**config.mk**
```make
export PLATFORM = sky130hd
export DESIGN_NAME = rof_flag_gen
export DESIGN_NICKNAME = d
export VERILOG_FILES = /design/src/rtl/rof_pkg.sv /design/src/rtl/rof_classify.sv /design/src/rtl/rof_dilate.sv /design/src/rtl/rof_flag_enc.sv /design/src/rtl/rof_flag_gen.sv
export SDC_FILE = /design/constraint.sdc
export NUM_CORES = 1
export LEC_CHECK = 0
export BUFFER_PORTS_ARGS = -buffer_cell sky130_fd_sc_hd__buf_2
export CORE_MARGIN = 4
export CORE_UTILIZATION = 41
export DETAILED_ROUTE_END_ITERATION = 8
export PLACE_DENSITY = 0.68
export SKIP_LAST_GASP = 1
export SYNTH_ARGS = -nofsm -noshare
export SYNTH_HDL_FRONTEND = slang
export SYNTH_SLANG_ARGS = --single-unit
```
**constraint.sdc**
```tcl
create_clock -name clk_i -period 2.5 [get_ports clk_i]
set_clock_uncertainty 0.1 [all_clocks]
set_input_delay 0.625 -clock clk_i [delete_from_list [all_inputs] [get_ports clk_i]]
set_output_delay 0.625 -clock clk_i [all_outputs]
set_load 0.02 [all_outputs]
```
**src/rtl/rof_pkg.sv**
```systemverilog
package rof_pkg;
  typedef enum logic [1:0] {
    CLS_LOW  = 2'b00,
    CLS_MED  = 2'b01,
    CLS_HIGH = 2'b10
  } cls_e;

  typedef enum logic [1:0] {
    FLG_SKIP   = 2'b00,
    FLG_SEVERE = 2'b01,
    FLG_OWN    = 2'b10,
    FLG_ZONE   = 2'b11
  } flg_e;

  localparam int CLS_W = 2;
  localparam int FLG_W = 2;
endpackage

```
**src/rtl/rof_classify.sv**
```systemverilog
module rof_classify
  import rof_pkg::*;
#(
  parameter int N  = 32,
  parameter int EW = 10
) (
  input  logic [N*EW-1:0]    energy_i,
  input  logic [EW-1:0]      thr_lo_i,
  input  logic [EW-1:0]      thr_hi_i,
  output logic [N*CLS_W-1:0] cls_o
);
  for (genvar t = 0; t < N; t++) begin : g_twr
    logic [EW-1:0] e;
    assign e = energy_i[t*EW +: EW];
    // equality falls into the lower class
    assign cls_o[t*CLS_W +: CLS_W] = (e > thr_hi_i) ? CLS_HIGH :
                                     (e > thr_lo_i) ? CLS_MED  : CLS_LOW;
  end
endmodule

```
**src/rtl/rof_dilate.sv**
```systemverilog
module rof_dilate #(
  parameter int ETA_N    = 4,
  parameter int PHI_N    = 8,
  parameter bit PHI_WRAP = 1'b1
) (
  input  logic [ETA_N*PHI_N-1:0] hi_i,
  output logic [ETA_N*PHI_N-1:0] zone_o
);
  localparam int N = ETA_N * PHI_N;

  function automatic logic zone_hit(input logic [N-1:0] m, input int r, input int c);
    logic h;
    int   rr;
    int   cc;
    h = 1'b0;
    for (int dr = -1; dr <= 1; dr++) begin
      for (int dc = -1; dc <= 1; dc++) begin
        rr = r + dr;
        cc = c + dc;
        if (PHI_WRAP) cc = (cc + PHI_N) % PHI_N;
        if (rr >= 0 && rr < ETA_N && cc >= 0 && cc < PHI_N)
          h = h | m[rr*PHI_N + cc];
      end
    end
    return h;
  endfunction

  for (genvar r = 0; r < ETA_N; r++) begin : g_row
    for (genvar c = 0; c < PHI_N; c++) begin : g_col
      assign zone_o[r*PHI_N + c] = zone_hit(hi_i, r, c);
    end
  end
endmodule

```
**src/rtl/rof_flag_enc.sv**
```systemverilog
module rof_flag_enc
  import rof_pkg::*;
#(
  parameter int N = 32
) (
  input  logic [N*CLS_W-1:0] cls_i,
  input  logic [N-1:0]       zone_i,
  input  logic               severe_i,
  output logic [N*FLG_W-1:0] flag_o
);
  for (genvar t = 0; t < N; t++) begin : g_twr
    logic [CLS_W-1:0] c;
    assign c = cls_i[t*CLS_W +: CLS_W];
    assign flag_o[t*FLG_W +: FLG_W] = zone_i[t]       ? FLG_ZONE   :
                                      (c == CLS_MED)  ? FLG_OWN    :
                                      severe_i        ? FLG_SEVERE : FLG_SKIP;
  end
endmodule

```
**src/rtl/rof_flag_gen.sv**
```systemverilog
module rof_flag_gen
  import rof_pkg::*;
#(
  parameter int ETA_N    = 4,
  parameter int PHI_N    = 8,
  parameter int EW       = 10,
  parameter bit PHI_WRAP = 1'b1
) (
  input  logic                           clk_i,
  input  logic                           rst_ni,
  input  logic                           start_i,
  input  logic [ETA_N*PHI_N*EW-1:0]      energy_i,
  input  logic [EW-1:0]                  thr_lo_i,
  input  logic [EW-1:0]                  thr_hi_i,
  input  logic                           severe_en_i,
  output logic [ETA_N*PHI_N*(CLS_W+1)-1:0] class_o,
  output logic [ETA_N*PHI_N*FLG_W-1:0]   flag_o,
  output logic                           done_o
);
  localparam int N  = ETA_N * PHI_N;
  localparam int CW = CLS_W + 1;

  logic [N*CLS_W-1:0] cls_d, cls_q;
  logic [N*FLG_W-1:0] flg_d, flg_q;
  logic [N-1:0]       hi_m, zone;
  logic               sev_q, v1_q, done_q;

  rof_classify #(.N(N), .EW(EW)) u_cls (
    .energy_i (energy_i),
    .thr_lo_i (thr_lo_i),
    .thr_hi_i (thr_hi_i),
    .cls_o    (cls_d)
  );

  // stage 1: classes captured on the strobe; stage 2: flags
  always_ff @(posedge clk_i or negedge rst_ni) begin
    if (!rst_ni) begin
      cls_q  <= '0;
      sev_q  <= 1'b0;
      v1_q   <= 1'b0;
      flg_q  <= '0;
      done_q <= 1'b0;
    end else begin
      v1_q   <= start_i;
      done_q <= v1_q;
      if (start_i) begin
        cls_q <= cls_d;
        sev_q <= severe_en_i;
      end
      if (v1_q) flg_q <= flg_d;
    end
  end

  for (genvar t = 0; t < N; t++) begin : g_twr
    assign hi_m[t]            = (cls_q[t*CLS_W +: CLS_W] == CLS_HIGH);
    assign class_o[t*CW +: CW] = {1'b0, cls_q[t*CLS_W +: CLS_W]};
  end

  rof_dilate #(.ETA_N(ETA_N), .PHI_N(PHI_N), .PHI_WRAP(PHI_WRAP)) u_dil (
    .hi_i   (hi_m),
    .zone_o (zone)
  );

  rof_flag_enc #(.N(N)) u_enc (
    .cls_i    (cls_q),
    .zone_i   (zone),
    .severe_i (sev_q),
    .flag_o   (flg_d)
  );

  assign flag_o = flg_q;
  assign done_o = done_q;
endmodule

```
==> implementation parameters <==
Parameter                              Value

Clock tree
  Hold_buf cts ... 0
  Skew-Pair Late Insertion Delay ... 0.42 ns
  Clock-pin slew of the registers on the worst-case setup and hold paths ... 0.07 ns
  Number of levels the H-tree was split into ... 4
  Root buffer cell ... clkbuf_16
  Total number of clock tree sinks ... 131
  Total CTS buffers ... 17
  Clock tree buffer depth ... 2
  CTS tree ... yes

STA
  Ratio of final minimum period to clock period ... 95.2%
  Minimum clock period ... 2.38 ns
  Maximum clock frequency ... 420 MHz
  Unrepaired setup endpoints after global routing ... true
  Slew at the pin closest to its max-slew limit ... 0.940 ns
  Rel. slew slack ... 37.2%
  Final number of hold-violating endpoints ... 0
  Slew Viols, Final ... 0
  Number of setup violations in the final report ... 0
  Tightest hold margin ... 0.00967 ns

Layout
  Share of final-layout standard cells stronger than drive strength 1 ... 23.1%
  Area Overhead vs Synth ... 23.4%
  FILL cells ... 4456
  Share of the core filled with cells in the final layout ... 51.4%
  Nets@finish ... 3723

Setup path
  Signal arrival time at the worst endpoint ... 2.54 ns
  Critical path endpoint category ... register
  Slowest Stage Delay on Critical Path ... 0.54 ns
  Levels on crit path ... 6
  Worst path buffer plus inverter count ... 1
  CP delay by family, top ... simple AND/OR/NAND/NOR gates
  Worst r2r dst ... flag_o[37]$_DFFE_PN0P_
  Required time reported for the critical path endpoint ... 2.66 ns
  Startpoint of the most critical setup path ... cls_q[39]$_DFFE_PN0P_
  Crit path launch type ... register
  Worst r2r path cells ... 6
  Crit path max fanout ... 5
  Setup slack of the most critical reg-to-reg path ... 0.12 ns
  Critical Path, Cell by Cell ... nor2b_1 -> nor4_1 -> nand2_1 -> o41ai_1 -> buf_4 -> a31oi_1
  Slowest CP cell ... o41ai_1
  Origin of the critical flop-to-flop path ... cls_q[39]$_DFFE_PN0P_
  Endpoint of the worst setup timing path ... flag_o[37]$_DFFE_PN0P_
  Startpoint-to-endpoint class of the critical path ... reg -> reg

Die
  Starting Density ... 41.7%
  Die X ... 226 um
  Die Height ... 226 um
  Core Area ... 46900 um2
  Floorplan die area ... 51200 um2
  Io pins ... 505
  Std cell rows ... 79

Power
  Power Dens Cells ... 429 nW/um2
  Pleak ... 11.8 nW
  Worst voltage drop across the vdd grid ... 390 uV

Route
  Total length of routed wires ... 80200 um
  Starting DRT DRC Count ... 1596
  Via density per instance ... 6.09
  WL/cell ... 23.8 um
  Antenna Nets Post-Route ... 0
  Via count of the routed design ... 20472
  Remaining routing DRC violations ... 0
  First-pass detailed-route iteration total ... 5

Outcome
  Status ... finished clean

Placement
  Routability-driven placement congestion ratio ... 0.951
  Post-DP HPWL ... 64700 um
  Quantity of I/O buffers inserted on ports ... 472

Synth
  Leading cell types by count after synthesis ... ha_1 (640), a21oi_1 (226), inv_1 (149)
  Area fraction of the dominant cell type after synthesis ... 41.0%
  Number of warning messages in the yosys log ... 0
  Post-synthesis instance area ... 19500 um2
  Number of flip-flops and latches in the synthesized netlist ... 131
  Synth area leaders ... ha_1 (41%), dfrtp_1 (17%), a21oi_1 (5.8%)
  Sequential element share of the synthesized area ... 16.8%
  Async set-reset flop share out of synthesis ... 100%
  Avg Cell Area, Syn ... 8.83 um2
  Number of distinct library cells after synthesis ... 42
  Cell type with the largest total area after synthesis ... ha_1
  Primary FF master, synth ... dfrtp_1
  Number of enable-type register cells in the synthesized netlist ... 0
  Syn Inst Count ... 2212
  Most frequently used cell type in the post-synthesis netlist ... ha_1

Global route
  Overall overflow remaining after global route ... 0
  Pin count of the biggest net entering global routing ... 59
  Via count of the first global-routing pass ... 20785
  Global routing usage summed across all routing layers ... 30.1%
  Number of antenna violations at the first check in global routing ... 7
  Wire length of the first global-routing pass ... 119000 um

Hold path
  Worst Hold Class ... in -> async

Job
  Count of maximum capacitance violations ... 0
[logic make-up after synthesis]
logic type / after synthesis / synth area share, %
compound gates: 571 / 19.1
other cells: 1 / 0.0192
flops: 131 / 16.8
fa+ha+maj: 640 / 41.0
simple gates: 625 / 16.5
mux: 33 / 1.90
buf+inv: 211 / 4.67
[sequential cells by signal, summed over array words and instances (netlist names)]
signal / cells
v1_q: 1
flag_o: 64
cls_q: 64
done_o: 1
sev_q: 1
[area by class of cell]
class                           instances  area (um2)  share of cell area [%]
Sequential cell                       131        3280                    13.6
Antenna cell                            4        10.0                  0.0415
Clock inverter                         13         184                   0.763
Inverter                              149         571                    2.37
Tap cell                              607         759                    3.15
Timing Repair Buffer                  539        3390                    14.1
Clock buffer                           19         443                    1.84
Multi-Input combinational cell       1901       15500                    64.2
[timing repair]
action / 4_1_cts / 5_1_grt
gates resized for setup: 0 / 2
buffers inserted: 0 / 0
endpoints found under the setup margin: 0 / 2
[cell usage in the layout (no fill, tap or decap), types with 5 or more instances in the layout]
master / count
ha_1: 640
buf_2: 470
a21oi_1: 226
nor2_1: 147
inv_1: 131
dfrtp_1: 129
nand4_1: 128
nand3_1: 112
nor3_1: 70
o21ai_0: 66
a211oi_1: 64
a21o_1: 64
nand2_1: 63
buf_12: 41
nand2b_1: 36
nor4_1: 36
mux2_2: 33
o41a_1: 32
o31ai_1: 32
o32ai_1: 32
conb_1: 32
buf_4: 27
a31oi_1: 26
nor2b_1: 21
clkbuf_16: 17
inv_2: 15
o22a_1: 12
a41oi_1: 5
clkinv_4: 5
[stage by stage]
| stage | total power [mW] | TNS, ns | instances | instance area [um2] | setup WS [ns] |
|---|---|---|---|---|---|
| finish | 10.3 | 0 | 3363 | 24100 | 0.120 |
| floorplan | 5.45 | -3.33 | 2243 | 19700 | -0.0888 |
| detailed placement | 7.59 | -6.01 | 3327 | 23500 | -0.161 |
| CTS | 10.3 | 0 | 3359 | 24100 | 0.0890 |
| global route | 11.0 | -0.00146 | 3361 | 24100 | -0.00146 |
| global placement | 7.40 | -3.21 | 3327 | 23500 | -0.0997 |
[metal layers]
| metal | GRT usage [%] | up-vias | part of all wire [%] |
|---|---|---|---|
| met3 | 6.24 | 229 | 7.8 |
| li1 | - | 9632 | - |
| met4 | 12.7 | 8 | 4.7 |
| met2 | 50.5 | 896 | 46 |
| met1 | 37.8 | 9707 | 41 |
| met5 | 0 | - | 0.069 |
[report_power, final]
| part | leakage (nW) | switching, mW | internal (mW) | total, mW |
|---|---|---|---|---|
| Combinational | 10.1 | 2.94 | 1.90 | 4.84 |
| Sequential | 1.45 | 0.370 | 2.42 | 2.79 |
| Clock | 0.311 | 1.01 | 1.70 | 2.71 |
[worst min path at each step]
stage | end | slack, ns | depth (start not counted)
after detailed placement | flag_o[55]$_DFFE_PN0P_ | 0.39 | 1
after floorplan | cls_q[0]$_DFFE_PN0P_ | 0.23 | 0
final | cls_q[14]$_DFFE_PN0P_ | 0.01 | 1
after CTS | cls_q[14]$_DFFE_PN0P_ | 0.02 | 1
after global placement | flag_o[55]$_DFFE_PN0P_ | 0.38 | 1
after global routing | cls_q[14]$_DFFE_PN0P_ | 0.02 | 1
(Power assumes the default switching activity.)
